[config.mk]
export PLATFORM = sky130hd
export DESIGN_NAME = vtab_engine
export DESIGN_NICKNAME = d
export VERILOG_FILES = /design/src/rtl/vtab_pkg.sv /design/src/rtl/vtab_regs.sv /design/src/rtl/vtab_store.sv /design/src/rtl/vtab_seq.sv /design/src/rtl/vtab_engine.sv
export SDC_FILE = /design/constraint.sdc
export NUM_CORES = 1
export LEC_CHECK = 0
export BUFFER_PORTS_ARGS = -buffer_cell sky130_fd_sc_hd__buf_2
export CAP_MARGIN = 20
export CORE_MARGIN = 2
export CORE_UTILIZATION = 55
export CTS_CLUSTER_SIZE = 28
export DETAILED_ROUTE_END_ITERATION = 8
export PLACE_DENSITY = 0.84
export SLEW_MARGIN = 0
export SYNTH_ARGS = -nofsm -noshare
export SYNTH_HDL_FRONTEND = slang
export SYNTH_SLANG_ARGS = --single-unit
[constraint.sdc]
create_clock -name clk -period 4.4 [get_ports clk]
set_input_delay 0.88 -clock clk [delete_from_list [all_inputs] [get_ports clk]]
set_output_delay 0.88 -clock clk [all_outputs]
set_load 0.05 [all_outputs]
[src/rtl/vtab_pkg.sv]
package vtab_pkg;
    localparam int VID_W   = 12;
    localparam int MEM_W   = 10;
    localparam int PORT_W  = 4;
    localparam int PRIO_W  = 3;
    localparam int REG_W   = 32;

    typedef enum logic [2:0] {
        OP_NOP    = 3'd0,
        OP_FLUSH  = 3'd1,
        OP_LOAD   = 3'd2,
        OP_PURGE  = 3'd3,
        OP_STRIP  = 3'd4
    } vop_e;

    typedef struct packed {
        logic             prio_en;
        logic [PRIO_W-1:0] prio;
        logic [VID_W-1:0] vid;
        logic [PORT_W-1:0] port;
        logic [2:0]       op;
    } vcmd_t;

    typedef struct packed {
        logic             valid;
        logic [VID_W-1:0] vid;
        logic [MEM_W-1:0] members;
    } ventry_t;

    // membership mask keeping every bit except the one selected by port
    function automatic logic [MEM_W-1:0] keep_mask(input logic [PORT_W-1:0] port);
        logic [MEM_W-1:0] m;
        for (int j = 0; j < MEM_W; j++)
            m[j] = (32'(port) != j);
        return m;
    endfunction
endpackage

[src/rtl/vtab_regs.sv]
module vtab_regs
    import vtab_pkg::*;
(
    input  logic             clk,
    input  logic             rst,
    input  logic             reg_wr,
    input  logic             reg_sel,
    input  logic [REG_W-1:0] reg_wdata,
    input  logic             op_done,
    input  logic             set_full,
    output vcmd_t            cmd,
    output logic             busy,
    output logic             full,
    output logic [MEM_W-1:0] dmembers,
    output logic             dvalid
);
    logic unused_wbits;
    assign unused_wbits = ^{reg_wdata[15:12], reg_wdata[7:4],
                            reg_wdata[REG_W-1:12] & 20'h0, reg_wdata[10]};

    always_ff @(posedge clk) begin
        if (rst) begin
            cmd      <= '0;
            busy     <= 1'b0;
            full     <= 1'b0;
            dmembers <= '0;
            dvalid   <= 1'b0;
        end else if (!busy && reg_wr) begin
            if (!reg_sel) begin
                cmd.prio_en <= reg_wdata[31];
                cmd.prio    <= reg_wdata[30:28];
                cmd.vid     <= reg_wdata[27:16];
                cmd.port    <= reg_wdata[11:8];
                cmd.op      <= reg_wdata[2:0];
                busy        <= reg_wdata[3];
                full        <= 1'b0;
            end else begin
                dmembers <= reg_wdata[MEM_W-1:0];
                dvalid   <= reg_wdata[11];
            end
        end else if (busy) begin
            if (set_full) full <= 1'b1;
            if (op_done)  busy <= 1'b0;
        end
    end
endmodule

[src/rtl/vtab_store.sv]
module vtab_store
    import vtab_pkg::*;
#(
    parameter int ENTRIES = 16,
    localparam int IDX_W  = $clog2(ENTRIES)
) (
    input  logic             clk,
    input  logic             rst,
    input  logic             ld_go,
    input  logic [IDX_W-1:0] ld_idx,
    input  logic [VID_W-1:0] ld_vid,
    input  logic [MEM_W-1:0] ld_members,
    input  logic             inv_go,
    input  logic [IDX_W-1:0] inv_idx,
    input  logic             strip_go,
    input  logic [MEM_W-1:0] strip_keep,
    input  logic [VID_W-1:0] q_vid,
    output logic             q_match,
    output logic [IDX_W-1:0] q_match_idx,
    output logic             q_free,
    output logic [IDX_W-1:0] q_free_idx,
    input  logic [VID_W-1:0] lk_vid,
    output logic             lk_hit,
    output logic [MEM_W-1:0] lk_members
);
    ventry_t tbl [ENTRIES];

    for (genvar i = 0; i < ENTRIES; i++) begin : g_ent
        always_ff @(posedge clk) begin
            if (rst) begin
                tbl[i] <= '0;
            end else if (inv_go && inv_idx == IDX_W'(i)) begin
                tbl[i].valid <= 1'b0;
            end else if (ld_go && ld_idx == IDX_W'(i)) begin
                tbl[i] <= '{valid: 1'b1, vid: ld_vid, members: ld_members};
            end else if (strip_go) begin
                tbl[i].members <= tbl[i].members & strip_keep;
            end
        end
    end

    // lowest index wins: scan downward so later assignments override
    always_comb begin
        q_match = 1'b0; q_match_idx = '0;
        q_free  = 1'b0; q_free_idx  = '0;
        lk_hit  = 1'b0; lk_members  = '0;
        for (int i = ENTRIES - 1; i >= 0; i--) begin
            if (tbl[i].valid && tbl[i].vid == q_vid) begin
                q_match = 1'b1; q_match_idx = IDX_W'(i);
            end
            if (!tbl[i].valid) begin
                q_free = 1'b1; q_free_idx = IDX_W'(i);
            end
            if (tbl[i].valid && tbl[i].vid == lk_vid) begin
                lk_hit = 1'b1; lk_members = tbl[i].members;
            end
        end
    end
endmodule

[src/rtl/vtab_seq.sv]
module vtab_seq
    import vtab_pkg::*;
#(
    parameter int ENTRIES = 16,
    localparam int IDX_W  = $clog2(ENTRIES)
) (
    input  logic             clk,
    input  logic             rst,
    input  logic             busy,
    input  vcmd_t            cmd,
    input  logic             q_match,
    input  logic [IDX_W-1:0] q_match_idx,
    input  logic             q_free,
    input  logic [IDX_W-1:0] q_free_idx,
    output logic             ld_go,
    output logic [IDX_W-1:0] ld_idx,
    output logic             inv_go,
    output logic [IDX_W-1:0] inv_idx,
    output logic             strip_go,
    output logic [MEM_W-1:0] strip_keep,
    output logic             op_done,
    output logic             set_full
);
    logic [IDX_W-1:0] flush_cnt;

    always_ff @(posedge clk) begin
        if (rst)
            flush_cnt <= '0;
        else if (busy && cmd.op == OP_FLUSH)
            flush_cnt <= (flush_cnt == IDX_W'(ENTRIES - 1)) ? '0 : flush_cnt + 1'b1;
    end

    always_comb begin
        ld_go      = 1'b0;
        ld_idx     = q_match ? q_match_idx : q_free_idx;
        inv_go     = 1'b0;
        inv_idx    = q_match_idx;
        strip_go   = 1'b0;
        strip_keep = keep_mask(cmd.port);
        op_done    = busy;
        set_full   = 1'b0;
        if (busy) begin
            case (cmd.op)
                OP_LOAD: begin
                    ld_go    = q_match || q_free;
                    set_full = !(q_match || q_free);
                end
                OP_PURGE: inv_go = q_match;
                OP_STRIP: strip_go = 1'b1;
                OP_FLUSH: begin
                    inv_go  = 1'b1;
                    inv_idx = flush_cnt;
                    op_done = (flush_cnt == IDX_W'(ENTRIES - 1));
                end
                default: ;
            endcase
        end
    end
endmodule

[src/rtl/vtab_engine.sv]
module vtab_engine
    import vtab_pkg::*;
#(
    parameter int ENTRIES = 16
) (
    input  logic              clk,
    input  logic              rst,
    input  logic              reg_wr,
    input  logic              reg_sel,
    input  logic [31:0]       reg_wdata,
    output logic [31:0]       cmd_rdata,
    output logic [31:0]       data_rdata,
    input  logic [11:0]       lk_vid,
    output logic              lk_hit,
    output logic [9:0]        lk_members
);
    localparam int IDX_W = $clog2(ENTRIES);

    vcmd_t            cmd;
    logic             busy, full, dvalid, op_done, set_full;
    logic [MEM_W-1:0] dmembers, strip_keep;
    logic             q_match, q_free, ld_go, inv_go, strip_go;
    logic [IDX_W-1:0] q_match_idx, q_free_idx, ld_idx, inv_idx;

    vtab_regs u_regs (
        .clk(clk), .rst(rst), .reg_wr(reg_wr), .reg_sel(reg_sel),
        .reg_wdata(reg_wdata), .op_done(op_done), .set_full(set_full),
        .cmd(cmd), .busy(busy), .full(full),
        .dmembers(dmembers), .dvalid(dvalid)
    );

    vtab_seq #(.ENTRIES(ENTRIES)) u_seq (
        .clk(clk), .rst(rst), .busy(busy), .cmd(cmd),
        .q_match(q_match), .q_match_idx(q_match_idx),
        .q_free(q_free), .q_free_idx(q_free_idx),
        .ld_go(ld_go), .ld_idx(ld_idx), .inv_go(inv_go), .inv_idx(inv_idx),
        .strip_go(strip_go), .strip_keep(strip_keep),
        .op_done(op_done), .set_full(set_full)
    );

    vtab_store #(.ENTRIES(ENTRIES)) u_store (
        .clk(clk), .rst(rst),
        .ld_go(ld_go), .ld_idx(ld_idx), .ld_vid(cmd.vid), .ld_members(dmembers),
        .inv_go(inv_go), .inv_idx(inv_idx),
        .strip_go(strip_go), .strip_keep(strip_keep),
        .q_vid(cmd.vid), .q_match(q_match), .q_match_idx(q_match_idx),
        .q_free(q_free), .q_free_idx(q_free_idx),
        .lk_vid(lk_vid), .lk_hit(lk_hit), .lk_members(lk_members)
    );

    assign cmd_rdata  = {cmd.prio_en, cmd.prio, cmd.vid, 4'b0, cmd.port,
                         3'b0, full, busy, cmd.op};
    assign data_rdata = {20'b0, dvalid, 1'b0, dmembers};
endmodule

Word-level counts from Yosys, hierarchy flattened
Memory sizes are Yosys's and may differ from the RTL's.
Index checks and enable logic that the tools add are counted.
{ "classes": {"add_sub_neg": 1, "eq_ne": 77, "mux": 361, "bitwise_logic": 81, "reduce_logical": 77} }
{ "op_table": {"columns": ["op", "count"], "rows": [
  ["$eq A12 B12 Y1", 32],
  ["$mux W22", 16],
  ["$mux W10", 32],
  ["$mux W1", 276],
  ["$and A10 B10 Y10", 16],
  ["$mux W4", 36],
  ["$eq A4 B4 Y1 const B", 17],
  ["$logic_and A1 B1 Y1", 66],
  ["$or A1 B1 Y1", 64],
  ["$eq A4 B3 Y1 const B", 8],
  ["$eq A4 B2 Y1 const B", 4],
  ["$ne A4 B3 Y1 const B", 4],
  ["$eq A4 B1 Y1 const B", 2],
  ["$logic_not A4 Y1", 2],
  ["$ne A4 B2 Y1 const B", 2],
  ["$ne A4 B4 Y1 const B", 2],
  ["$eq A3 B2 Y1 const B", 2],
  ["$add A4 B1 Y4 const B", 1],
  ["$ne A4 B1 Y1 const B", 1],
  ["$reduce_and A2 Y1", 2],
  ["$reduce_bool A2 Y1", 2],
  ["$reduce_bool A4 Y1", 1],
  ["$eq A3 B1 Y1 const B", 1],
  ["$eq A3 B3 Y1 const B", 1],
  ["6 further kinds", 7]
]} }
{ "totals": {"reg_bits": 40, "mem_bits_rw": 368, "inputBits": 48, "out_inout_bits": 75, "elab_cells": 608, "n_memories": 1} }
{ "memory_table": {"columns": ["name", "words", "width", "rd", "rd_ports_with_merged_regs", "write_ports", "line_no", "rtl"], "rows": [
  ["u_store.tbl", 16, 23, 16, 0, 16, "vtab_store.sv:26", "ventry_t tbl [ENTRIES];"]
]} }

Logic depth before layout (Yosys ltp)
Gate-level depths: netlist (run 1).
An unclocked memory read counts as a cell.
{ "logic_depth": {"depth_word": 29, "ltp_mapped": 14, "depth_no_buf": 9} }

By module
From an unflattened synthesis (run 1), not the netlist that was laid out.
{ "unflattened": {"hier_cells": 2126, "hier_area_um2": 23950.5} }
{ "modules_own_cells": {"columns": ["module", "n_inst", "cells_each", "area_each_um2", "seq_area_each_um2"], "rows": [
  ["vtab_store", 1, 1882, 21672.0, 11050.6],
  ["vtab_regs", 1, 153, 1587.8, 720.7],
  ["vtab_seq", 1, 59, 454.2, 80.1],
  ["vtab_engine", 1, 32, 236.5, 0.0]
]} }

Worst setup path before layout (run 1)
OpenSTA, ideal clock, no wires.
{ "synth_timing": {"kind": "input port to output port", "start": "input lk_vid[3]", "end": "output lk_members[7]", "arrival_time_ns": 4.482, "required_ns": 3.520, "slack_ns": -0.962, "stages": 10, "path_buffers": 2, "cell_sequence": "clkbuf_1 -> buf_1 -> xnor2_1 -> nand3_1 -> nor4_2 -> nand2b_1 -> o32ai_1 -> a2111oi_0 -> o311a_1 -> o32ai_1"} }
{ "synth_between": {"elab_chain_cells": 18, "word_cells_on_any_way": 48, "classes_between": "eq/ne: 16; mux: 16; reduce/logical: 16"} }
{ "synth_rtl": {"columns": ["element", "line_no", "rtl"], "rows": [
  ["start: declaration", "vtab_engine.sv:13", "input logic [11:0] lk_vid,"],
  ["$eq A12 B12 Y1", "vtab_store.sv:54", "if (tbl[i].valid && tbl[i].vid == lk_vid) begin"],
  ["$logic_and A1 B1 Y1", "vtab_store.sv:54", null],
  ["$mux W10 (15 in series)", "vtab_store.sv:54", null],
  ["$mux W10 (*)", "vtab_store.sv:54", null],
  ["end: declaration", "vtab_engine.sv:15", "output logic [9:0] lk_members"]
]} }
Mark *: on every way between the ends. The rest lies on a longest branch, timed or not.

Final worst setup path (run 1)
{ "layout_timing": {"start": "input lk_vid[3]", "end": "output lk_members[5]"} }
The elaborated chain is that of the path after synthesis.

==> reports/qor.txt, run 1 <==
Final period util: 105%
Final #Nets: 2479
CP max FO: 7
Total CTS buffers: 42
Crit path kind: in -> out
DP Cell Count: 2887
I/O Pins: 123
Antenna violations before repair: 0
Synthesized area per cell: 10.3 um^2
Largest net degree at the start of global routing: 66
Cell area after placement: 0.0251 mm^2
Busiest grt layer: met2
WHS: 0.461 ns
Netlist cell types: 74
Pre-CTS setup slack: -0.537 ns
Register area share after synthesis: 51.6%
Psw: 2.32 mW
Fin crit period: 4.62 ns
ANT nets after route: 0
Post-synthesis simple-gate area fraction: 16.2%
Total gr overflow: 0
Total of max-cap violations: 0
Critical path data required time: 3.52 ns
Slew Limit Fails: 0
Layout area overhead: 21.4%
Fin area: 0.0279 mm^2
GRT met1 Usage: 43.1%
WL per Instance: 25.9 um
Die area: 0.0434 mm^2
Commonest non-fill, non-tap cell in the layout: edfxtp_1
Reg power frac: 48.3%
PwrDens: 334 mW/mm^2
First-pass GRT wire length: 114000 um
Mux cell area share after synthesis: 0.131%
Die H: 208 um
Combinational share of power: 10.7%
Clk sinks: 408
Die Width: 208 um
Post-synthesis xor/xnor area fraction: 14.7%
Clk Latency, worst-skew pair: 0.58 ns
Switching Share: 25.0%
CP Launch Type: primary input
Internal Pwr Total: 6.98 mW
Grt met2 use: 54.2%
Hold WC Path Type: reg -> reg
CORE AREA: 0.0410 mm^2
WL final: 77500 um
Clock Skew: 0.0338 ns
Failing checks: setup timing
Post-synthesis async set-or-reset flop share: 0%
Post-CTS Hold Buffers: 0
Layout cell share with drive strength beyond 1: 21.3%
Maximum clock frequency: 216 MHz
Mapped Cells: 2235
Final Worst Setup Slack: -0.220 ns
CTS tree: built
Gpl congestion: 0.985
DR pass1 iterations: 6
DRT iter0 DRCs: 3233
RSZ-0062 raised after global routing: yes
Antenna cells: 0
Synthesized area: 0.0229 mm^2
Count of standard-cell rows: 74
CP arrival: 3.74 ns
Leak: 9.64 nW
Final setup vio count: 10
Total power: 9.30 mW
Starting Density: 55.9%
Core Util, Final: 67.9%
CTS clk-pin slew, worst paths: 0.06 ns
Status: finished with violations
Dpl hpwl: 51700 um
Number of synthesized flops with an enable pin: 368
Vias in the first global route: 19500
Clock share of power: 41.0%
Clock Path Buffers: 3
Synthesized flop and latch total: 408
Setup TNS: -1.14 ns
Setup crit end kind: output pin
Largest family of logic cells by synthesized area: simple AND/OR/NAND/NOR gates
DRC: 0
VDD IR max: 331 uV
Adder-cell share of the synthesized area: 0.0545%
Final std cells w/o fill: 2995
PortBufs: 90
Main synth FF type: edfxtp_1
Post-synthesis compound-gate area fraction: 12.2%
DR vias: 20000
Worst Max-Slew Pin Slew: 1.23 ns
Total GRT Usage: 34.2%
Met3 Use GR: 8.66%
Vias/cell: 6.67
Final-report hold violation count: 0
CTS Root Cell: clkbuf_16
Relative slew slack: 17.7%
Synth Warn #: 0
Commonest cells after routing, fill and taps aside: edfxtp_1 (368), xnor2_1 (313), nand2_1 (259), nor2_1 (255), buf_4 (160)
Htree depth: 2
-- what timing repair did --
item,CTS,global route
endpoints found under the setup margin,15,36
setup buffers,19,14
gates cloned,1,0
gates resized for setup,118,88
pin swaps,48,39
-- sequential cells by signal (all words and copies together) (netlist names) --
name             flops
u_regs.dmembers     10
u_seq.flush_cnt      4
u_store.tbl        368
u_regs.dvalid        1
u_regs.busy          1
u_regs.cmd          23
u_regs.full          1
-- worst paths after layout --
path | start | to | slack [ns] | depth (start not counted)
setup reg to reg | u_regs.cmd[14] | u_store.tbl[1][9] | 0.11 | 11
setup / recovery | lk_vid[3] | lk_members[5] | -0.22 | 15
hold / removal | u_regs.cmd[20] | u_regs.cmd[20] | 0.46 | 2
hold reg to reg | u_regs.cmd[20] | u_regs.cmd[20] | 0.46 | 2
-- logic make-up after synthesis --
| logic type | Yosys count |
|---|---|
| mux | 3 |
| fa+ha+maj | 1 |
| flops | 408 |
| simple gates | 797 |
| xor+xnor | 385 |
| compound gates | 416 |
| other cells | 1 |
| buf+inv | 224 |
-- power groups by stage --
stage	logic (mW)	clock network, mW	registers [mW]
global placement	0.870	0	4.54
detailed placement	0.894	0	4.55
floorplan	0.594	0	4.56
global route	1.04	3.91	4.50
finish	0.999	3.81	4.49
CTS	0.929	3.77	4.48
-- synthesized netlist by cell type (3+ instances only) --
master | n | share of area (%)
clkbuf_1 | 99 | 1.6
xnor2_1 | 333 | 13
nor4_2 | 9 | 0.49
inv_1 | 36 | 0.59
o21ai_1 | 34 | 0.74
a221oi_1 | 14 | 0.53
o22ai_1 | 7 | 0.19
nand3_1 | 56 | 1.2
a22o_1 | 70 | 2.7
o21ai_0 | 58 | 1.3
nor4_1 | 39 | 1.1
nor3_1 | 15 | 0.33
o221ai_1 | 8 | 0.31
or4_1 | 7 | 0.23
o221a_2 | 7 | 0.34
and3_1 | 8 | 0.22
and2_1 | 5 | 0.14
a31oi_1 | 11 | 0.30
buf_6 | 20 | 0.98
buf_2 | 23 | 0.50
or2_2 | 9 | 0.25
nand2_1 | 262 | 4.3
nor3b_1 | 5 | 0.16
o32ai_1 | 9 | 0.34
o311a_1 | 8 | 0.35
nor2_1 | 257 | 4.2
buf_4 | 37 | 1.2
edfxtp_1 | 368 | 48
o211ai_1 | 10 | 0.33
a21o_1 | 13 | 0.43
nor4bb_1 | 3 | 0.13
o31ai_1 | 3 | 0.098
a21boi_0 | 3 | 0.098
nand3b_1 | 3 | 0.098
mux2i_1 | 3 | 0.13
buf_1 | 9 | 0.15
o21ai_2 | 5 | 0.19
dfxtp_1 | 40 | 3.5
nand4_1 | 75 | 2.0
a211o_1 | 11 | 0.42
nand2b_1 | 11 | 0.30
xor2_1 | 52 | 2.0
nor2b_1 | 21 | 0.57
a21oi_1 | 123 | 2.7
-- critical path, cell delays in order --
cell and delay [ns]:
buf_6 0.12, buf_12 0.12, xnor2_1 0.20, nand4_1 0.21, nor4_4 0.32, buf_4 0.20
nand2b_4 0.14, buf_8 0.13, buf_6 0.12, a221oi_2 0.05, o22ai_2 0.27, a221oi_2 0.10
o311a_1 0.41, o32ai_4 0.25, buf_6 0.20
-- per-layer routing --
metal / share of wire [%] / vias up
met5: 0 / -
met4: 6.4 / 0
met3: 14 / 440
met2: 45 / 1787
met1: 34 / 9436
li1: - / 8326
-- cell type report --
| class | instances | area (um^2) |
|---|---|---|
| clock buffers | 59 | 1240 |
| clock inverters | 18 | 221 |
| fillers | 2646 | 13200 |
| inverters | 36 | 135 |
| multi-input cells | 1630 | 11000 |
| flip-flops and latches | 408 | 11900 |
| well taps | 532 | 666 |
| repair buffers | 312 | 2770 |
Power figures use the tool's default switching activity.
==> run 2: changes to the inputs <==
Settings changed: PLACE_DENSITY 0.84 to unset, PLACE_DENSITY_LB_ADDON set to 0.15.
==> run 2 against run 1 <==
The run still ends with setup timing left. Largest power group unchanged. Sequential cell count did not move. Clock power barely moved. Cell count barely moved. Register-to-register slack improved by 0.14 ns.
==> reports/qor.txt, run 2 (synthesis results as in run 1) <==
Status: finished with violations
Failing checks: setup timing
CP max stage cell: o311a_1
Total GRT Usage: 34.3% (+0.069 points)
R2r worst-path depth: 11 (unchanged)
Final Worst Setup Slack: -0.153 ns (+0.0673 ns)
Hold Startpoint: u_regs.cmd[20]
Crit path kind: in -> out
Commonest cells after routing, fill and taps aside: edfxtp_1 (368), xnor2_1 (328), nand2_1 (260), nor2_1 (256), buf_4 (172)
First-pass GRT wire length: 112000 um (-0.94%)
I/O Pins: 123 (unchanged)
Pre-CTS setup slack: -0.492 ns (+0.0443 ns)
Total of max-cap violations: 0 (unchanged)
Number of cells on the critical path: 14 (-1)
Maximum clock frequency: 220 MHz (+1.5%)
VDD IR max: 295 uV (-11%)
WHS: 0.451 ns (-0.0108 ns)
DRT iter0 DRCs: 2767 (-14%)
Total power: 9.24 mW (-0.60%)
Max reg flops: 368 (unchanged)
DP Cell Count: 2894 (+0.24%)
FF-to-FF setup slack: 0.25 ns (+0.14 ns)
Layout cell share with drive strength beyond 1: 20.0% (-1.3 points)
ANT nets after route: 0 (unchanged)
Largest net degree at the start of global routing: 67 (+1.5%)
Antenna cells: 0 (unchanged)
DR vias: 19000 (-4.9%)
Gpl congestion: 0.934 (-5.1%)
Worst path max stage delay: 0.36 ns (-0.05 ns)
Clock Path Buffers: 3 (unchanged)
PortBufs: 90 (unchanged)
PwrDens: 336 mW/mm^2 (+0.75%)
Core Util, Final: 67.0% (-0.91 points)
Htree depth: 2 (unchanged)
Leak: 9.45 nW (-2.0%)
CTS Root Cell: clkbuf_16
Final #Nets: 2475 (-0.16%)
DR pass1 iterations: 6 (unchanged)
Critical path data required time: 3.52 ns (about the same)
WL final: 75200 um (-3.0%)
Worst R2R End: u_store.tbl[1][47]
Final std cells w/o fill: 2993 (-0.067%)
Worst r2r src: u_regs.cmd[10]
CP Launch Type: primary input
Final setup vio count: 10 (unchanged)
Final-report hold violation count: 0 (unchanged)
Worst Max-Slew Pin Slew: 1.19 ns (-0.0368 ns)
Count of standard-cell rows: 74 (unchanged)
Clk Latency, worst-skew pair: 0.59 ns (about the same)
Top flop regs: u_store.tbl (368), u_regs.cmd (23), u_regs.dmembers (10)
Fin crit period: 4.55 ns (-0.0673 ns)
Clock Skew: 0.0252 ns (-0.00857 ns)
Slew Limit Fails: 0 (unchanged)
Layout area overhead: 19.8%
DRC: 0 (unchanged)
Worst setup path end: lk_members[0]
CTS clk-pin slew, worst paths: 0.06 ns (about the same)
Vias/cell: 6.35 (-4.9%)
Vias in the first global route: 18300 (-5.8%)
RSZ-0062 raised after global routing: yes
Commonest non-fill, non-tap cell in the layout: edfxtp_1
Dpl hpwl: 52600 um (+1.7%)
Die area: 0.0434 mm^2 (unchanged)
CP bufs+invs: 5 (-1)
Starting Density: 55.9% (unchanged)
Reg with most FFs: u_store.tbl
Antenna violations before repair: 0 (unchanged)
CORE AREA: 0.0410 mm^2 (unchanged)
Post-CTS Hold Buffers: 0 (unchanged)
WL per Instance: 25.1 um (-2.9%)
Clk sinks: 408 (unchanged)
CP max FO: 7 (unchanged)
Die H: 208 um (unchanged)
CP arrival: 3.67 ns (-0.07 ns)
Crit path launch: lk_vid[2]
Fillers: 3108 (+17%)
CP Cell Sequence: buf_2 -> buf_4 -> xor2_1 -> nor4_2 -> buf_4 -> buf_12 -> nand4_1 -> o221ai_4 -> a221oi_2 -> o22ai_2 -> a221oi_2 -> o311a_1 -> o32ai_4 -> buf_12
CTS tree: built
Delay-heaviest family, CP: compound AO/OA/AOI/OAI gates
Final period util: 103% (-1.5 points)
Total CTS buffers: 46 (+9.5%)
Die Width: 208 um (unchanged)
Relative slew slack: 20.2% (+2.5 points)
Total gr overflow: 0 (unchanged)
Setup crit end kind: output pin
Hold WC Path Type: reg -> reg
[run 2: cell count changes in the layout (fill, tap and decap cells not counted), sizes merged]
cell and change:
clkbuf +3, buf -9, bufinv -1, inv +1, clkinvlp -1, clkinv +5
[run 2: through the flow]
| step | setup TNS, ns | cell area [um^2] |
|---|---|---|
| after floorplan | -0.00211 | 23300 |
| after global placement | -5.28 | 25200 |
| after global routing | -1.87 | 27500 |
| after detailed placement | -8.88 | 25200 |
| final | -0.955 | 27500 |
| after CTS | -1.43 | 27300 |
[run 2: worst reg2reg max path: cells and delay by family (launching register included)]
family,cells,cell delay [ns]
simple gates,5,1.75
compound gates,3,0.89
flops,1,0.49
buf+inv,2,0.49
xor+xnor,1,0.16
[run 2: layer usage]
metal  vias up  GRT usage, %  share of wire, %
met5         -             0                 0
met4         0          11.9               3.5
met3       206          7.28                13
met2      1268          52.9                45
met1      9222          48.2                39
li1       8308             -                 -
[run 2: power by group]
part	total [mW]	internal [mW]	switching (mW)	leakage (nW)
combinational	0.969	0.358	0.611	4.62
sequential	4.48	4.35	0.128	4.13
clock	3.79	2.21	1.59	0.708
total	9.24	6.92	2.33	9.45
[run 2: worst min-delay path by stage]
| stage | endpoint | slack, ns | cells past startpoint |
|---|---|---|---|
| 3_5_place_dp | u_regs.cmd[20] | 0.44 | 2 |
| 4_1_cts | u_regs.cmd[20] | 0.45 | 2 |
| 6_report | u_regs.cmd[20] | 0.45 | 2 |
| 5_1_grt | u_regs.dvalid | 0.50 | 2 |
| 3_3_place_gp | u_regs.cmd[19] | 0.44 | 2 |
| 2_1_floorplan | u_regs.dvalid | 0.44 | 2 |
[run 2: repair_timing]
| item | 4_1_cts | 5_1_grt |
|---|---|---|
| setup buffers | 12 | 7 |
| gates cloned | 1 | 0 |
| resized for setup | 105 | 37 |
| endpoints found under the setup margin | 32 | 33 |
| pin swaps | 43 | 36 |
[run 2: final cells by class]
class	instances	area, um^2	area share [%]
Clock buffer	61	1240	4.51
Tap cell	532	666	2.42
Clock inverter	22	206	0.751
Inverter	36	135	0.492
Timing Repair Buffer	304	2580	9.40
Sequential cell	408	11900	43.1
Multi-Input combinational cell	1630	10800	39.3
